$ cat config.mk
export PLATFORM = sky130hd
export DESIGN_NAME = scbus_node
export DESIGN_NICKNAME = d
export VERILOG_FILES = /design/src/rtl/scbus_pkg.sv /design/src/rtl/scbus_uart_rx.sv /design/src/rtl/scbus_uart_tx.sv /design/src/rtl/scbus_frame_parser.sv /design/src/rtl/scbus_node.sv
export SDC_FILE = /design/constraint.sdc
export NUM_CORES = 1
export LEC_CHECK = 0
export BUFFER_PORTS_ARGS = -buffer_cell sky130_fd_sc_hd__clkbuf_2
export CORE_MARGIN = 4
export CORE_UTILIZATION = 56
export CTS_CLUSTER_DIAMETER = 50
export CTS_CLUSTER_SIZE = 20
export DETAILED_ROUTE_END_ITERATION = 8
export PLACE_DENSITY = 0.74
export SLEW_MARGIN = 15
export SYNTH_ARGS = -nofsm -noshare
export SYNTH_HDL_FRONTEND = slang
export SYNTH_SLANG_ARGS = --single-unit
$ cat constraint.sdc
create_clock -name clk -period 8.4 [get_ports clk]
set_clock_uncertainty 0.2 [all_clocks]
set_input_delay 0.84 -clock clk [delete_from_list [all_inputs] [get_ports clk]]
set_output_delay 0.84 -clock clk [all_outputs]
set_load 0.005 [all_outputs]
$ cat src/rtl/scbus_pkg.sv
package scbus_pkg;

  localparam logic [2:0] OP_ADDR  = 3'd1;
  localparam logic [2:0] OP_WCHAN = 3'd2;
  localparam logic [2:0] OP_WPAR  = 3'd3;
  localparam logic [2:0] OP_RCHAN = 3'd4;
  localparam logic [2:0] OP_RPAR  = 3'd5;
  localparam logic [7:0] REPLY_HDR = 8'hA5;

  typedef enum logic [1:0] {P_IDLE, P_B1, P_B2, P_CRC} pstate_t;
  typedef enum logic [1:0] {R_IDLE, R_START, R_DATA, R_STOP} rstate_t;

  // one byte of CRC-8, poly 0x07, MSB first
  function automatic logic [7:0] crc8_next(input logic [7:0] c, input logic [7:0] d);
    logic [7:0] r;
    r = c ^ d;
    for (int i = 0; i < 8; i++) begin
      r = r[7] ? ({r[6:0], 1'b0} ^ 8'h07) : {r[6:0], 1'b0};
    end
    return r;
  endfunction

endpackage

$ cat src/rtl/scbus_uart_rx.sv
module scbus_uart_rx
  import scbus_pkg::*;
#(
  parameter int CLKS_PER_BIT = 362
) (
  input  logic       clk,
  input  logic       rst_n,
  input  logic       rxd_i,
  output logic       valid_o,
  output logic [7:0] data_o
);
  localparam int CW = $clog2(CLKS_PER_BIT + 1);
  localparam logic [CW-1:0] FULL = CW'(CLKS_PER_BIT - 1);
  localparam logic [CW-1:0] HALF = CW'(CLKS_PER_BIT / 2 - 1);

  logic          meta_q, sync_q;
  rstate_t       st_q, st_n;
  logic [CW-1:0] cnt_q, cnt_n;
  logic [2:0]    bit_q, bit_n;
  logic [7:0]    sh_q, sh_n;
  logic          vld_q, vld_n;
  logic [7:0]    dat_q, dat_n;

  always_comb begin
    st_n  = st_q;
    cnt_n = cnt_q + 1'b1;
    bit_n = bit_q;
    sh_n  = sh_q;
    vld_n = 1'b0;
    dat_n = dat_q;
    case (st_q)
      R_IDLE: begin
        cnt_n = '0;
        if (!sync_q) st_n = R_START;
      end
      R_START: if (cnt_q == HALF) begin
        cnt_n = '0;
        bit_n = '0;
        st_n  = sync_q ? R_IDLE : R_DATA;
      end
      R_DATA: if (cnt_q == FULL) begin
        cnt_n = '0;
        sh_n  = {sync_q, sh_q[7:1]};
        if (bit_q == 3'd7) st_n = R_STOP;
        else               bit_n = bit_q + 1'b1;
      end
      default: if (cnt_q == FULL) begin
        cnt_n = '0;
        st_n  = R_IDLE;
        if (sync_q) begin
          vld_n = 1'b1;
          dat_n = sh_q;
        end
      end
    endcase
  end

  always_ff @(posedge clk or negedge rst_n) begin
    if (!rst_n) begin
      meta_q <= 1'b1;
      sync_q <= 1'b1;
      st_q   <= R_IDLE;
      cnt_q  <= '0;
      bit_q  <= '0;
      sh_q   <= '0;
      vld_q  <= 1'b0;
      dat_q  <= '0;
    end else begin
      meta_q <= rxd_i;
      sync_q <= meta_q;
      st_q   <= st_n;
      cnt_q  <= cnt_n;
      bit_q  <= bit_n;
      sh_q   <= sh_n;
      vld_q  <= vld_n;
      dat_q  <= dat_n;
    end
  end

  assign valid_o = vld_q;
  assign data_o  = dat_q;

  AST_RX_SINGLE_PULSE: assert property (@(posedge clk) disable iff (!rst_n)
    vld_q |=> !vld_q);

endmodule

$ cat src/rtl/scbus_uart_tx.sv
module scbus_uart_tx
  import scbus_pkg::*;
#(
  parameter int CLKS_PER_BIT = 362,
  parameter int MAX_BYTES    = 3
) (
  input  logic                      clk,
  input  logic                      rst_n,
  input  logic                      start_i,
  input  logic [1:0]                len_i,
  input  logic [MAX_BYTES-1:0][7:0] bytes_i,
  output logic                      txd_o,
  output logic                      busy_o
);
  localparam int CW = $clog2(CLKS_PER_BIT + 1);
  localparam logic [CW-1:0] FULL = CW'(CLKS_PER_BIT - 1);

  logic                      busy_q, busy_n;
  logic                      tail_q, tail_n;
  logic [9:0]                frm_q, frm_n;
  logic [3:0]                bit_q, bit_n;
  logic [CW-1:0]             cnt_q, cnt_n;
  logic [1:0]                idx_q, idx_n;
  logic [1:0]                len_q, len_n;
  logic [MAX_BYTES-1:0][7:0] buf_q, buf_n;

  always_comb begin
    busy_n = busy_q;
    tail_n = tail_q;
    frm_n  = frm_q;
    bit_n  = bit_q;
    cnt_n  = cnt_q;
    idx_n  = idx_q;
    len_n  = len_q;
    buf_n  = buf_q;
    if (!busy_q) begin
      if (start_i) begin
        busy_n = 1'b1;
        tail_n = 1'b0;
        buf_n  = bytes_i;
        len_n  = len_i;
        idx_n  = 2'd1;
        frm_n  = {1'b1, bytes_i[0], 1'b0};
        bit_n  = '0;
        cnt_n  = '0;
      end
    end else if (cnt_q != FULL) begin
      cnt_n = cnt_q + 1'b1;
    end else begin
      cnt_n = '0;
      if (tail_q) begin
        busy_n = 1'b0;
        tail_n = 1'b0;
      end else if (bit_q == 4'd9) begin
        bit_n = '0;
        if (idx_q == len_q) begin
          tail_n = 1'b1;
          frm_n  = '1;
        end else begin
          frm_n = {1'b1, buf_q[idx_q], 1'b0};
          idx_n = idx_q + 1'b1;
        end
      end else begin
        frm_n = {1'b1, frm_q[9:1]};
        bit_n = bit_q + 1'b1;
      end
    end
  end

  always_ff @(posedge clk or negedge rst_n) begin
    if (!rst_n) begin
      busy_q <= 1'b0;
      tail_q <= 1'b0;
      frm_q  <= '1;
      bit_q  <= '0;
      cnt_q  <= '0;
      idx_q  <= '0;
      len_q  <= '0;
      buf_q  <= '0;
    end else begin
      busy_q <= busy_n;
      tail_q <= tail_n;
      frm_q  <= frm_n;
      bit_q  <= bit_n;
      cnt_q  <= cnt_n;
      idx_q  <= idx_n;
      len_q  <= len_n;
      buf_q  <= buf_n;
    end
  end

  assign txd_o  = busy_q ? frm_q[0] : 1'b1;
  assign busy_o = busy_q;

  AST_TX_START_WHEN_IDLE: assert property (@(posedge clk) disable iff (!rst_n)
    start_i |-> !busy_q);
  AST_DRV_WITH_START_BIT: assert property (@(posedge clk) disable iff (!rst_n)
    $rose(busy_q) |-> !txd_o);
  AST_TAIL_LINE_HIGH: assert property (@(posedge clk) disable iff (!rst_n)
    tail_q |-> txd_o);

endmodule

$ cat src/rtl/scbus_frame_parser.sv
module scbus_frame_parser
  import scbus_pkg::*;
#(
  parameter int CLKS_PER_BIT = 362,
  parameter int GAP_CHARS    = 10
) (
  input  logic            clk,
  input  logic            rst_n,
  input  logic [15:0]     node_addr,
  input  logic            rx_valid_i,
  input  logic [7:0]      rx_data_i,
  input  logic            tx_busy_i,
  output logic            tx_start_o,
  output logic [1:0]      tx_len_o,
  output logic [2:0][7:0] tx_bytes_o,
  output logic            reg_wr,
  output logic            reg_rd,
  output logic            reg_sel,
  output logic [7:0]      reg_idx,
  output logic [7:0]      reg_wdata,
  input  logic [7:0]      reg_rdata
);
  localparam int GAP_CLKS = GAP_CHARS * 10 * CLKS_PER_BIT;
  localparam int GW = $clog2(GAP_CLKS + 1);
  localparam logic [GW-1:0] GAP_LAST = GW'(GAP_CLKS - 1);

  pstate_t        st_q, st_n;
  logic [2:0]     op_q, op_n;
  logic           ack_q, ack_n;
  logic [7:0]     b1_q, b1_n, b2_q, b2_n, crc_q, crc_n;
  logic [GW-1:0]  gap_q, gap_n;
  logic           sel_q, sel_n;
  logic           wr_q, wr_n, rd_q, rd_n, bank_q, bank_n;
  logic [7:0]     idx_q, idx_n, wd_q, wd_n;
  logic           txs_q, txs_n;
  logic [1:0]     txl_q, txl_n;
  logic [2:0][7:0] txb_q, txb_n;

  logic byte_ok, op_ok, is_read;

  assign byte_ok = rx_valid_i && !tx_busy_i;
  assign op_ok   = (rx_data_i[6:3] == 4'd0) && (rx_data_i[2:0] >= OP_ADDR) &&
                   (rx_data_i[2:0] <= OP_RPAR);
  assign is_read = (op_q == OP_RCHAN) || (op_q == OP_RPAR);

  always_comb begin
    st_n  = st_q;
    op_n  = op_q;
    ack_n = ack_q;
    b1_n  = b1_q;
    b2_n  = b2_q;
    crc_n = crc_q;
    sel_n = sel_q;
    wr_n  = 1'b0;
    rd_n  = 1'b0;
    bank_n = bank_q;
    idx_n = idx_q;
    wd_n  = wd_q;
    txs_n = 1'b0;
    txl_n = txl_q;
    txb_n = txb_q;
    gap_n = (st_q == P_IDLE || byte_ok) ? '0 : gap_q + 1'b1;

    case (st_q)
      P_IDLE: if (byte_ok && op_ok) begin
        op_n  = rx_data_i[2:0];
        ack_n = rx_data_i[7];
        crc_n = crc8_next(8'h00, rx_data_i);
        st_n  = P_B1;
      end
      P_B1: if (byte_ok) begin
        b1_n  = rx_data_i;
        crc_n = crc8_next(crc_q, rx_data_i);
        st_n  = is_read ? P_CRC : P_B2;
      end
      P_B2: if (byte_ok) begin
        b2_n  = rx_data_i;
        crc_n = crc8_next(crc_q, rx_data_i);
        st_n  = P_CRC;
      end
      default: if (byte_ok) begin
        st_n = P_IDLE;
        if (rx_data_i == crc_q) begin
          if (op_q == OP_ADDR) begin
            sel_n = ({b2_q, b1_q} == node_addr);
          end else if (sel_q) begin
            bank_n = (op_q == OP_WPAR) || (op_q == OP_RPAR);
            idx_n  = b1_q;
            if (is_read) begin
              rd_n = 1'b1;
            end else begin
              wr_n = 1'b1;
              wd_n = b2_q;
              if (ack_q) begin
                txs_n    = 1'b1;
                txl_n    = 2'd2;
                txb_n[0] = REPLY_HDR;
                txb_n[1] = crc8_next(8'h00, REPLY_HDR);
                txb_n[2] = 8'h00;
              end
            end
          end
        end
      end
    endcase

    if (st_q != P_IDLE && !byte_ok && gap_q == GAP_LAST) begin
      st_n  = P_IDLE;
      gap_n = '0;
    end

    if (rd_q) begin
      txs_n    = 1'b1;
      txl_n    = 2'd3;
      txb_n[0] = REPLY_HDR;
      txb_n[1] = reg_rdata;
      txb_n[2] = crc8_next(crc8_next(8'h00, REPLY_HDR), reg_rdata);
    end
  end

  always_ff @(posedge clk or negedge rst_n) begin
    if (!rst_n) begin
      st_q   <= P_IDLE;
      op_q   <= '0;
      ack_q  <= 1'b0;
      b1_q   <= '0;
      b2_q   <= '0;
      crc_q  <= '0;
      gap_q  <= '0;
      sel_q  <= 1'b0;
      wr_q   <= 1'b0;
      rd_q   <= 1'b0;
      bank_q <= 1'b0;
      idx_q  <= '0;
      wd_q   <= '0;
      txs_q  <= 1'b0;
      txl_q  <= '0;
      txb_q  <= '0;
    end else begin
      st_q   <= st_n;
      op_q   <= op_n;
      ack_q  <= ack_n;
      b1_q   <= b1_n;
      b2_q   <= b2_n;
      crc_q  <= crc_n;
      gap_q  <= gap_n;
      sel_q  <= sel_n;
      wr_q   <= wr_n;
      rd_q   <= rd_n;
      bank_q <= bank_n;
      idx_q  <= idx_n;
      wd_q   <= wd_n;
      txs_q  <= txs_n;
      txl_q  <= txl_n;
      txb_q  <= txb_n;
    end
  end

  assign tx_start_o = txs_q;
  assign tx_len_o   = txl_q;
  assign tx_bytes_o = txb_q;
  assign reg_wr     = wr_q;
  assign reg_rd     = rd_q;
  assign reg_sel    = bank_q;
  assign reg_idx    = idx_q;
  assign reg_wdata  = wd_q;

  AST_WR_ONLY_SELECTED: assert property (@(posedge clk) disable iff (!rst_n)
    wr_q |-> sel_q);
  AST_RD_ONLY_SELECTED: assert property (@(posedge clk) disable iff (!rst_n)
    rd_q |-> sel_q);
  AST_GAP_BOUNDED: assert property (@(posedge clk) disable iff (!rst_n)
    gap_q <= GAP_LAST);
  AST_READ_REPLIES: assert property (@(posedge clk) disable iff (!rst_n)
    rd_q |=> txs_q);

endmodule

$ cat src/rtl/scbus_node.sv
module scbus_node
  import scbus_pkg::*;
#(
  parameter int CLKS_PER_BIT = 362,
  parameter int GAP_CHARS    = 10
) (
  input  logic        clk,
  input  logic        rst_n,
  input  logic [15:0] node_addr,
  input  logic        rxd,
  output logic        txd,
  output logic        drv_en,
  output logic        reg_wr,
  output logic        reg_rd,
  output logic        reg_sel,
  output logic [7:0]  reg_idx,
  output logic [7:0]  reg_wdata,
  input  logic [7:0]  reg_rdata
);
  logic [1:0]      rst_sync_q;
  logic            rst_int_n;
  logic            rx_vld;
  logic [7:0]      rx_dat;
  logic            tx_busy, tx_go;
  logic [1:0]      tx_len;
  logic [2:0][7:0] tx_bytes;

  // asynchronous assert, synchronous release
  always_ff @(posedge clk or negedge rst_n) begin
    if (!rst_n) rst_sync_q <= 2'b00;
    else        rst_sync_q <= {rst_sync_q[0], 1'b1};
  end
  assign rst_int_n = rst_sync_q[1];

  scbus_uart_rx #(.CLKS_PER_BIT(CLKS_PER_BIT)) rx_i (
    .clk(clk), .rst_n(rst_int_n), .rxd_i(rxd),
    .valid_o(rx_vld), .data_o(rx_dat));

  scbus_frame_parser #(.CLKS_PER_BIT(CLKS_PER_BIT), .GAP_CHARS(GAP_CHARS)) prs_i (
    .clk(clk), .rst_n(rst_int_n), .node_addr(node_addr),
    .rx_valid_i(rx_vld), .rx_data_i(rx_dat), .tx_busy_i(tx_busy),
    .tx_start_o(tx_go), .tx_len_o(tx_len), .tx_bytes_o(tx_bytes),
    .reg_wr(reg_wr), .reg_rd(reg_rd), .reg_sel(reg_sel),
    .reg_idx(reg_idx), .reg_wdata(reg_wdata), .reg_rdata(reg_rdata));

  scbus_uart_tx #(.CLKS_PER_BIT(CLKS_PER_BIT), .MAX_BYTES(3)) tx_i (
    .clk(clk), .rst_n(rst_int_n), .start_i(tx_go), .len_i(tx_len),
    .bytes_i(tx_bytes), .txd_o(txd), .busy_o(tx_busy));

  assign drv_en = tx_busy;

  AST_NO_DUAL_STROBE: assert property (@(posedge clk) disable iff (!rst_int_n)
    !(reg_wr && reg_rd));
  AST_IDLE_LINE_HIGH: assert property (@(posedge clk) disable iff (!rst_int_n)
    !drv_en |-> txd);

endmodule

==> results by group <==
Clock tree
  • CTS root buf: clkbuf_16
  • Cts repair resizes: 0
  • Clk pin slew, worst setup/hold paths: 70 ps
  • Setup bufs post-CTS: 0
  • CTS buffer count: 17
  • H-tree Lvls: 4
  • CTS max path bufs: 2
  • TritonCTS clock tree: yes
  • Clk_lat worst skew: 420 ps
  • Clk sinks: between 150 and 200

Hold path
  • Hold Path Class: flop to async pin

Final layout
  • Non-filler cells, final: ~940
  • Commonest cells after routing, fill and taps aside: dfrtp_1, mux2_2, nand2_1
  • Final net count: about 800
  • Antenna diode count: 0
  • Synth-to-Final Area Change: 11.77%
  • Fillers: 1072
  • Most common cell after layout, fill and taps aside: dfrtp_1
  • Register Area: about 4100 um2
  • Share of cells above drive strength 1: 21.47%
  • Final core occ: 64.03%
  • Multi-input gate area: 3623 um2

Detailed routing
  • Routed length per instance: 15.69 um
  • Detailed-route vias per instance: 5.694
  • Router iterations before antenna repair: 4
  • Detailed-route DRC error count: 0
  • Vias: 5375
  • Number of antenna-violating nets in the routed design: 0
  • Final wirelength: 14810 um
  • DR iter-0 viols: 323

GRT
  • Largest net degree at the start of global routing: 67
  • Initial antenna violation count: 0
  • First-pass GRT wire length: 25640 um
  • Congestion Overflow GR: 0
  • Gr usage total: 19.53%
  • Vias in the first global route: 5390

Worst setup path
  • CP top delay family: simple AND/OR/NAND/NOR gates
  • Crit path kind: flop to flop
  • Slowest CP cell: and4b_1
  • RR Endpoint: prs_i.tx_bytes_o[13]$_DFFE_PN0P_
  • WP data arrival: roughly 3200 ps
  • Worst path buffer plus inverter count: 1
  • Endpoint class of the critical path: flop
  • CP required: 8540 ps
  • R2R Path Start: rx_i.data_o[4]$_DFFE_PN0P_
  • CP max stage delay: between 500 and 600 ps
  • R2r worst-path depth: 8
  • Flop2flop setup slack: 5370 ps
  • Critical Path Start Type: flop
  • Crit path cell chain: xnor2_1 > ha_1 > nand4_1 > nor4_2 > and4b_1 > a21oi_2 > inv_1 > a2bb2oi_1
  • Crit-path max FO: 14

STA
  • RSZ-0062 raised after global routing: no
  • Worst slew pin tran: 925.7 ps
  • Final Hold Vio Count: 0
  • Final number of setup-violating endpoints: 0
  • Fin. max-slew vios: 0
  • Final setup margin: 5371 ps
  • Tcrit/Tclk final: 36.06%
  • Min cycle time layout: 3029 ps
  • Achievable Freq: between 300 and 400 MHz
  • Slew HR: about two fifths
  • TNS Setup: 0 ps

Yosys
  • #FFs+latches synth: about 160
  • Async set or reset register ratio after synthesis: 100.0%
  • EDFF count, synth: 0
  • Synthesized instance count: 713
  • Synth cell types: 59
  • Synth area leaders: dfrtp_1, mux2_2, xor2_1
  • Syn nets: 759
  • Syn avg cell area: 11.15 um2
  • Mapped Area: 7953 um2
  • Top_reg_cell synth: dfrtp_1
  • Synth top area share: 48.14%
  • Proportion of synthesized chip area in sequential cells: 51.78%
  • Yosys warnings: 0
  • Area leader, netlist: dfrtp_1

Pwr
  • Combinational power share: between 3 and 4%
  • Max VDD drop: roughly 0.14 mV
  • Clock Power Share: 46.3%
  • Net Sw Frac: between 20 and 25%
  • Static leakage: about 4.2 nW
  • Sw power: about 0.38 mW
  • Reg power frac: between 40% and 50%
  • Tot Pwr: approximately 1.6 mW
  • Int Pwr: between 1 and 1.5 mW
  • Cell Pwr Density: 185.1 nW/um2

Placement
  • DP Wirelength: 10690 um
  • Placed Instances: 911
  • Worst slack, placed: 5374 ps
  • Port Buffer Count: 47
  • Gpl congestion: slightly below 0.9

Floorplanning
  • Die area: 16170 um2
  • Chip width: 127.2 um
  • Row count: between 40 and 50
  • Chip height: 127.2 um
  • Core Region: 13880 um2
  • Initial Utilization: between 50% and 60%
  • Num ports: between 40 and 50

Job
  • Max-Cap Viols: 0

Status
  • Outcome: complete, no violations
[stage by stage]
stage | hold slack (ps) | instance area [um2]
6_report | 82.94 | 8889
5_1_grt | 132.1 | 8889
4_1_cts | 97.72 | 8889
3_5_place_dp | 86.72 | 8295
3_3_place_gp | 80.85 | 8295
2_1_floorplan | 131.2 | 7953
[synth_stat cells, types with 7 or more instances]
cell	count
ha_1	19
a21oi_1	15
clkbuf_1	21
xnor2_1	44
dfstp_2	11
o21ai_0	43
nor2_1	47
dfrtp_1	153
inv_1	18
nand2_1	54
mux2_2	63
xor2_1	46
nor2b_1	12
a22o_1	13
o22a_1	7
nand2b_1	7
buf_2	7
nand3_1	28
and3_1	9
nand4_1	8
[registers in the layout (all words and copies together) (netlist names), 8 cells and up]
register,cells
prs_i.reg_idx,8
prs_i.tx_bytes_o,17
tx_i.frm_q,9
tx_i.cnt_q,9
prs_i.b2_q,8
prs_i.gap_q,16
prs_i.crc_q,8
rx_i.data_o,8
prs_i.reg_wdata,8
rx_i.sh_q,8
tx_i.buf_q,17
rx_i.cnt_q,9
prs_i.b1_q,8
[power by group through the flow]
stage               clock, mW  combinational (mW)  sequential (mW)
floorplan                   0              0.0428            0.834
global placement            0              0.0635            0.833
detailed placement          0              0.0658            0.834
CTS                     0.778              0.0665            0.819
global route            0.811              0.0750            0.823
finish                  0.761              0.0644            0.819
[worst max path at each step]
stage | startpoint | end | slack [ps] | cells past startpoint
final | rx_i.data_o[4]$_DFFE_PN0P_ | prs_i.tx_bytes_o[13]$_DFFE_PN0P_ | 5370 | 8
after global routing | rx_i.data_o[4]$_DFFE_PN0P_ | prs_i.tx_bytes_o[13]$_DFFE_PN0P_ | 5090 | 8
after global placement | rx_i.data_o[4]$_DFFE_PN0P_ | prs_i.tx_bytes_o[13]$_DFFE_PN0P_ | 5480 | 8
after floorplan | rst_sync_q[1]$_DFF_PN0_ | prs_i.ack_q$_DFFE_PN0P_ | 3310 | 0
after CTS | rx_i.data_o[4]$_DFFE_PN0P_ | prs_i.tx_bytes_o[13]$_DFFE_PN0P_ | 5350 | 8
after detailed placement | rx_i.data_o[4]$_DFFE_PN0P_ | prs_i.tx_bytes_o[13]$_DFFE_PN0P_ | 5370 | 8
[final cells by class]
| class | count | share of cell area [%] |
|---|---|---|
| timing repair buffer | 51 | 3.012 |
| inverter | 18 | 0.7601 |
| tap | 180 | 2.534 |
| multi-input combinational | 499 | 40.77 |
| clock buffer | 18 | 4.828 |
| clock inverter | 14 | 1.731 |
| sequential | 164 | 46.37 |
[per-layer routing]
layer | track usage (%) | vias to the layer above | routed length, um
li1 | - | 2583 | -
met1 | 25.06 | 2697 | 6620
met2 | 33.06 | 72 | 7578
met3 | 4.139 | 23 | 340
met4 | 6.814 | 0 | 272
met5 | 0 | - | 0
[kinds of logic (layout without fill, tap and decap cells)]
| kind of cell | after synthesis | count (layout) | share of synthesized area (%) |
|---|---|---|---|
| multiplexers | 69 | 69 | 9.676 |
| adder cells (fa/ha/maj) | 19 | 19 | 2.989 |
| XOR/XNOR | 90 | 90 | 9.912 |
| other | 1 | 1 | 0.04715 |
| flip-flops | 164 | 164 | 51.78 |
| AND/OR/NAND/NOR | 198 | 198 | 12.48 |
| buffers and inverters | 50 | 101 | 2.659 |
| AO/OA/AOI/OAI | 122 | 122 | 10.46 |
[repair_timing]
action	CTS	global route
hold buffers	1	0
hold endpoints to repair	2	0
setup endpoints to repair	0	0
Note: power is estimated with default switching activity, not from simulation.
